### src/rtl/gpio_port_pkg.sv
package gpio_port_pkg;
   typedef enum logic [1:0] {
      PM_ALT     = 2'b00,
      PM_OUT     = 2'b01,
      PM_IN_PU   = 2'b10,
      PM_IN_NOPU = 2'b11
   } pin_mode_e;

   localparam logic [1:0] MODE_AFTER_POR = PM_IN_PU;
endpackage

### src/rtl/gpio_bus_regs.sv
module gpio_bus_regs
   import gpio_port_pkg::*;
#(
   parameter int PIN_COUNT = 8
) (
   input  logic                   clk,
   input  logic                   por_n,
   input  logic                   mrst_n,
   input  logic                   sel_data,
   input  logic                   sel_mode,
   input  logic                   wr_en,
   input  logic [2*PIN_COUNT-1:0] wdata,
   output logic [PIN_COUNT-1:0]   data_q,
   output logic [2*PIN_COUNT-1:0] mode_q
);
   localparam int MODE_W = 2 * PIN_COUNT;
   localparam logic [MODE_W-1:0] MODE_RST = {PIN_COUNT{MODE_AFTER_POR}};

   logic data_we, mode_we;

   // manual reset blocks writes but clears nothing
   assign data_we = wr_en && sel_data && mrst_n;
   assign mode_we = wr_en && sel_mode && !sel_data && mrst_n;

   always_ff @(posedge clk or negedge por_n) begin
      if (!por_n) begin
         data_q <= '0;
      end else if (data_we) begin
         data_q <= wdata[PIN_COUNT-1:0];
      end
   end

   always_ff @(posedge clk or negedge por_n) begin
      if (!por_n) begin
         mode_q <= MODE_RST;
      end else if (mode_we) begin
         mode_q <= wdata;
      end
   end

   assert_data_write_R2: assert property (@(posedge clk) disable iff (!por_n)
      (wr_en && sel_data && mrst_n) |=> data_q == $past(wdata[PIN_COUNT-1:0]));

   assert_mode_write_R10: assert property (@(posedge clk) disable iff (!por_n)
      (wr_en && sel_mode && !sel_data && mrst_n) |=> mode_q == $past(wdata));

   assert_mrst_hold_R8: assert property (@(posedge clk) disable iff (!por_n)
      !mrst_n |=> ($stable(data_q) && $stable(mode_q)));
endmodule

### src/rtl/gpio_in_sync.sv
module gpio_in_sync #(
   parameter int WIDTH  = 8,
   parameter int STAGES = 2
) (
   input  logic             clk,
   input  logic             por_n,
   input  logic [WIDTH-1:0] async_i,
   output logic [WIDTH-1:0] sync_o
);
   localparam int CNT_W = $clog2(STAGES + 1);

   if (STAGES < 2) begin : g_bad_stages
      $error("gpio_in_sync: STAGES must be at least 2");
   end

   logic [STAGES-1:0][WIDTH-1:0] chain_q;

   always_ff @(posedge clk or negedge por_n) begin
      if (!por_n) begin
         chain_q <= '0;
      end else begin
         chain_q[0] <= async_i;
         for (int s = 1; s < STAGES; s++) begin
            chain_q[s] <= chain_q[s-1];
         end
      end
   end

   assign sync_o = chain_q[STAGES-1];

   // edges seen since power-on reset, saturating at STAGES
   logic [CNT_W-1:0] warm_q;
   always_ff @(posedge clk or negedge por_n) begin
      if (!por_n) begin
         warm_q <= '0;
      end else if (warm_q != CNT_W'(STAGES)) begin
         warm_q <= warm_q + 1'b1;
      end
   end

   if (STAGES == 2) begin : g_chk2
      assert_sync_latency_R3: assert property (@(posedge clk) disable iff (!por_n)
         (warm_q == CNT_W'(STAGES)) |-> sync_o == $past(async_i, 2));
   end
endmodule

### src/rtl/gpio_pin_ctrl.sv
module gpio_pin_ctrl
   import gpio_port_pkg::*;
(
   input  logic [1:0] mode_i,
   input  logic       data_i,
   input  logic       sync_i,
   input  logic       alt_out_i,
   input  logic       alt_oe_i,
   output logic       pin_out_o,
   output logic       pin_oe_o,
   output logic       pin_pu_o,
   output logic       rd_bit_o
);
   pin_mode_e mode;
   assign mode = pin_mode_e'(mode_i);

   always_comb begin
      pin_out_o = 1'b0;
      pin_oe_o  = 1'b0;
      pin_pu_o  = 1'b0;
      rd_bit_o  = data_i;
      case (mode)
         PM_ALT: begin
            pin_out_o = alt_out_i;
            pin_oe_o  = alt_oe_i;
         end
         PM_OUT: begin
            pin_out_o = data_i;
            pin_oe_o  = 1'b1;
         end
         PM_IN_PU: begin
            pin_pu_o = 1'b1;
            rd_bit_o = sync_i;
         end
         default: begin
            rd_bit_o = sync_i;
         end
      endcase
   end
endmodule

### src/rtl/gpio_mode_port.sv
module gpio_mode_port #(
   parameter int PIN_COUNT   = 8,
   parameter int SYNC_STAGES = 2,
   parameter int BUS_W       = 2 * PIN_COUNT
) (
   input  logic                 clk,
   input  logic                 por_n,
   input  logic                 mrst_n,
   input  logic                 sel_data,
   input  logic                 sel_mode,
   input  logic                 wr_en,
   input  logic [BUS_W-1:0]     wdata,
   output logic [BUS_W-1:0]     rdata,
   input  logic [PIN_COUNT-1:0] pin_in,
   input  logic [PIN_COUNT-1:0] alt_out,
   input  logic [PIN_COUNT-1:0] alt_oe,
   output logic [PIN_COUNT-1:0] pin_out,
   output logic [PIN_COUNT-1:0] pin_oe,
   output logic [PIN_COUNT-1:0] pin_pu
);
   localparam int PAD_W = BUS_W - PIN_COUNT;

   if (PIN_COUNT < 1 || PIN_COUNT > 16) begin : g_bad_count
      $error("gpio_mode_port: PIN_COUNT out of range 1..16");
   end
   if (BUS_W != 2 * PIN_COUNT) begin : g_bad_bus
      $error("gpio_mode_port: BUS_W must equal 2*PIN_COUNT");
   end

   logic [PIN_COUNT-1:0] data_q;
   logic [BUS_W-1:0]     mode_q;
   logic [PIN_COUNT-1:0] sync_bits;
   logic [PIN_COUNT-1:0] rd_bits;

   gpio_bus_regs #(.PIN_COUNT(PIN_COUNT)) i_regs (
      .clk      (clk),
      .por_n    (por_n),
      .mrst_n   (mrst_n),
      .sel_data (sel_data),
      .sel_mode (sel_mode),
      .wr_en    (wr_en),
      .wdata    (wdata),
      .data_q   (data_q),
      .mode_q   (mode_q)
   );

   gpio_in_sync #(.WIDTH(PIN_COUNT), .STAGES(SYNC_STAGES)) i_sync (
      .clk     (clk),
      .por_n   (por_n),
      .async_i (pin_in),
      .sync_o  (sync_bits)
   );

   for (genvar n = 0; n < PIN_COUNT; n++) begin : g_pin
      gpio_pin_ctrl i_ctrl (
         .mode_i    (mode_q[2*n +: 2]),
         .data_i    (data_q[n]),
         .sync_i    (sync_bits[n]),
         .alt_out_i (alt_out[n]),
         .alt_oe_i  (alt_oe[n]),
         .pin_out_o (pin_out[n]),
         .pin_oe_o  (pin_oe[n]),
         .pin_pu_o  (pin_pu[n]),
         .rd_bit_o  (rd_bits[n])
      );

      assert_out_enable_R5: assert property (@(posedge clk) disable iff (!por_n)
         (mode_q[2*n +: 2] == 2'b01) |-> (pin_oe[n] && pin_out[n] == data_q[n]));

      assert_input_quiet_R4: assert property (@(posedge clk) disable iff (!por_n)
         mode_q[2*n+1] |-> (!pin_oe[n] && !pin_out[n]));

      assert_pullup_R7: assert property (@(posedge clk) disable iff (!por_n)
         pin_pu[n] == (mode_q[2*n +: 2] == 2'b10));

      assert_input_read_R3: assert property (@(posedge clk) disable iff (!por_n)
         (sel_data && mode_q[2*n+1]) |-> rdata[n] == sync_bits[n]);
   end

   always_comb begin
      if (sel_data) begin
         rdata = {{PAD_W{1'b0}}, rd_bits};
      end else if (sel_mode) begin
         rdata = mode_q;
      end else begin
         rdata = '0;
      end
   end

   assert_idle_read_R9: assert property (@(posedge clk) disable iff (!por_n)
      (!sel_data && !sel_mode) |-> rdata == '0);

   assert_data_read_upper_R9: assert property (@(posedge clk) disable iff (!por_n)
      sel_data |-> rdata[BUS_W-1:PIN_COUNT] == '0);
endmodule

### config.mk
export PLATFORM = sky130hd
export DESIGN_NAME = gpio_mode_port
export DESIGN_NICKNAME = d
export VERILOG_FILES = /design/src/rtl/gpio_port_pkg.sv /design/src/rtl/gpio_bus_regs.sv /design/src/rtl/gpio_in_sync.sv /design/src/rtl/gpio_pin_ctrl.sv /design/src/rtl/gpio_mode_port.sv
export SDC_FILE = /design/constraint.sdc
export NUM_CORES = 1
export LEC_CHECK = 0
export CORE_MARGIN = 5
export CORE_UTILIZATION = 36
export CTS_CLUSTER_DIAMETER = 150
export DETAILED_ROUTE_END_ITERATION = 10
export PLACE_DENSITY = 0.7
export SYNTH_ARGS = -nofsm -noshare
export SYNTH_HDL_FRONTEND = slang
export SYNTH_SLANG_ARGS = --single-unit
### constraint.sdc
create_clock -name clk -period 2 [get_ports clk]
set_input_delay 0.6 -clock clk [delete_from_list [all_inputs] [get_ports clk]]
set_output_delay 0.6 -clock clk [all_outputs]
set_load 0.05 [all_outputs]
==> results of run 1 <==
metrics by stage:
stage / worst slack (ps) / utilization (%) / instance area (µm²) / cells / setup TNS [ps]
after global placement: -503 / 60.2 / 3320 / 307 / -10880
final: -29.9 / 67.4 / 3710 / 327 / -39.8
after detailed placement: -450 / 60.2 / 3320 / 307 / -10060
after global routing: -105 / 67.4 / 3710 / 327 / -498
after floorplan: -39.3 / - / 2070 / 166 / -314
after CTS: -55.3 / 66.6 / 3660 / 327 / -180
cells in the final DEF, fill, tap and decap left out:
cell and count:
buf_2 2, and2_4 8, buf_6 2, nand3_2 1, dlymetal6s2s_1 6, mux2i_1 8, buf_12 44, mux2i_4 13
dfrtp_1 32, mux2_4 10, clkdlybuf4s50_1 27, nand4b_4 1, nor2b_2 4, nand2_1 8, buf_4 18, nor2b_1 4
dfstp_2 8, nor2b_4 1, nor2_1 13, clkbuf_8 6, clkbuf_1 2, mux2i_2 3, dlygate4sd2_1 9, nor2_2 11
mux2_2 14
timing repair:
item	CTS	global route
endpoints found under the setup margin	32	21
pin swaps	12	8
hold endpoints to repair	0	0
setup buffers	13	0
gates resized for setup	56	16
final cells by class:
cell class	count	area, µm²	area share, %
multi-input combinational	99	1050	28.2
clock buffer	8	90.1	2.43
tap	72	90.1	2.43
timing repair buffer	108	1470	39.7
sequential	40	1010	27.2
metal layers:
| layer | up-vias | part of all wire, % | global-route usage [%] | routed length (µm) |
|---|---|---|---|---|
| met5 | - | 0 | 0 | 0 |
| met4 | 0 | 0.99 | 3.45 | 51 |
| met3 | 7 | 5.8 | 3.98 | 296 |
| met2 | 51 | 51 | 25.4 | 2620 |
| met1 | 728 | 42 | 18.0 | 2180 |
| li1 | 705 | - | - | - |
power breakdown:
part | leakage (nW) | total, W | switching [W] | internal (W)
clock network | 0.0455 | 0.000547 | 0.000265 | 0.000281
logic | 1.16 | 0.00202 | 0.000957 | 0.00106
registers | 0.461 | 0.00112 | 0.000164 | 0.000956
total | 1.66 | 0.00369 | 0.00139 | 0.00230
worst min-delay path by stage:
stage	startpoint	to	slack, ps	cells after the start
final	por_n	i_sync.chain_q[0]	250	1
after global routing	por_n	i_sync.chain_q[0]	270	1
after CTS	por_n	i_regs.data_q[3]	250	1
after detailed placement	i_sync.chain_q[3]	i_sync.sync_o[3]	340	0
after global placement	i_sync.chain_q[7]	i_sync.sync_o[7]	330	0
after floorplan	por_n	i_regs.data_q[0]	300	0
registers in the layout, indices dropped and copies added, names as in the netlist:
register        flops
i_sync.sync_o       8
i_regs.mode_q      16
i_regs.data_q       8
i_sync.chain_q      8
cell families after synthesis:
logic type	Yosys count	synth area share (%)
muxes	48	27.0
buffers and inverters	27	10.4
and+or+nand+nor	51	12.8
DFF	40	49.8
==> impl_results.md, run 1 <==
- Failing checks: negative setup slack
- Fill cells: 418
- Clk_lat worst skew: 290 ps
- Clk pin slew, worst setup/hold paths: 80 ps
- R2R Setup Slk: 1030 ps
- Row count: 27
- Critical path's largest stage delay: 620 ps
- CTS H-Tree Depth: 2
- Minimum clock period after layout: 2030 ps
- Root buffer cell: clkbuf_8
- Synth top area share: 39.5%
- WP data required: 1400 ps
- Cell mode on critical path: mux2i_4
- Lkg Pwr: 1.66 nW
- Vias in the first global route: 1592
- RR Endpoint: i_regs.mode_q[3]
- Final Cycle Share: 101%
- Commonest cells post-synth: dfrtp_1, buf_4, mux2i_1, nor2_1, mux2_2
- Grt total ovfl: 0
- CTS buffer count: 5
- Hold_buf cts: 0
- GP Congestion: 0.703
- DR vias: 1491
- RSZ-0062 raised after global routing: true
- Critical path's top delay family: flip-flops
- Via density: 4.56
- First-pass GRT wire length: 8280 µm
- Pwr dens: 994 nW/µm²
- Share of cells above drive strength 1: 57.3%
- End of the critical path: rdata[3]
- Yosys top cell by area: dfrtp_1
- Chip width: 85.1 µm
- DRT Wirelength: 5150 µm
- WL/cell: 15.7 µm
- Crit-path max FO: 6
- PnR worst setup slack: -29.9 ps
- Area growth syn-to-layout: 82.9%
- Top FF cell, synth: dfrtp_1
- Buffers & Inverters on Critical Path: 1
- Die area: 7240 µm²
- Largest net degree at the start of global routing: 24
- All-Layer GR Usage: 14.6%
- Detailed Place HPWL: 3800 µm
- Crit path DAT: 1430 ps
- Mapped cell area: 2030 µm²
- CTS tree: built
- Antenna diodes: 0
- Synthesized instance count: 166
- I/O Pins: 86
- #FFs+latches synth: 40
- Crit-path cells: mux2i_4, mux2i_4, buf_12
- Slew Limit Fails: 0
- Slowest-stage cell, CP: dfstp_2
- Critical path origin: i_regs.mode_q[7]
- Setup crit end kind: output pin
- Iteration count of the initial detailed-routing pass: 3
- Max-cap violation count: 0
- Mapped Nets: 212
- Maximum VDD drop: 0.592 mV
- Avg Cell Area, Syn: 12.2 µm²
- Synth async-reset ratio: 100%
- R2r startpoint: i_regs.mode_q[3]
- Final nets: 300
- Remaining DRCs: 0
- Hold WC Path Type: input pin to asynchronous set/reset pin
- Hold Slack: 249 ps
- Worst setup SP type: flop
- 1st-iter DRT viols: 24
- Most instantiated library cell after synthesis: dfrtp_1
- Die height: 85.1 µm
- Core ar.: 5510 µm²
- # setup viols final: 5
- Achievable Freq: 493 MHz
- Actual slew at the worst max-slew pin: 452 ps
- Final Hold Fails: 0
- Critical path depth: 3
- Antenna violations before repair: 0
- Initial Utilization: 36.9%
- Setup CP Type: flop to output pin
- Antenna Nets Post-Route: 0
- Post-route total power: 0.00369 W
- Post-synth EDFFs: 0
- Fin Clk Skew: 3.11 ps
- Sequential fraction of the synthesis area: 49.8%
- Synth area leaders: dfrtp_1, mux2i_1, dfstp_2, buf_4, mux2_2
- Syn. warnings: 0
- Reg2Reg Depth: 3
- Slew HR: 69.9%
- Port bufs: 85
- Post-synth cell types: 13
- Clock sink count: 40
- Run status: complete, but fails checks
- Clock Path Buffers: 2
No activity file was read; power rests on OpenSTA's default activity.
==> inputs of run 2 (changes only) <==
--- a/config.mk
+++ b/config.mk
@@ -8,6 +8,7 @@
 export CORE_MARGIN = 5
 export CORE_UTILIZATION = 36
 export CTS_CLUSTER_DIAMETER = 150
+export CTS_CLUSTER_SIZE = 40
 export DETAILED_ROUTE_END_ITERATION = 10
 export PLACE_DENSITY = 0.7
 export SYNTH_ARGS = -nofsm -noshare
==> results of run 2 <==
No change in the layout: final DEF, timing and power equal those of run 1.
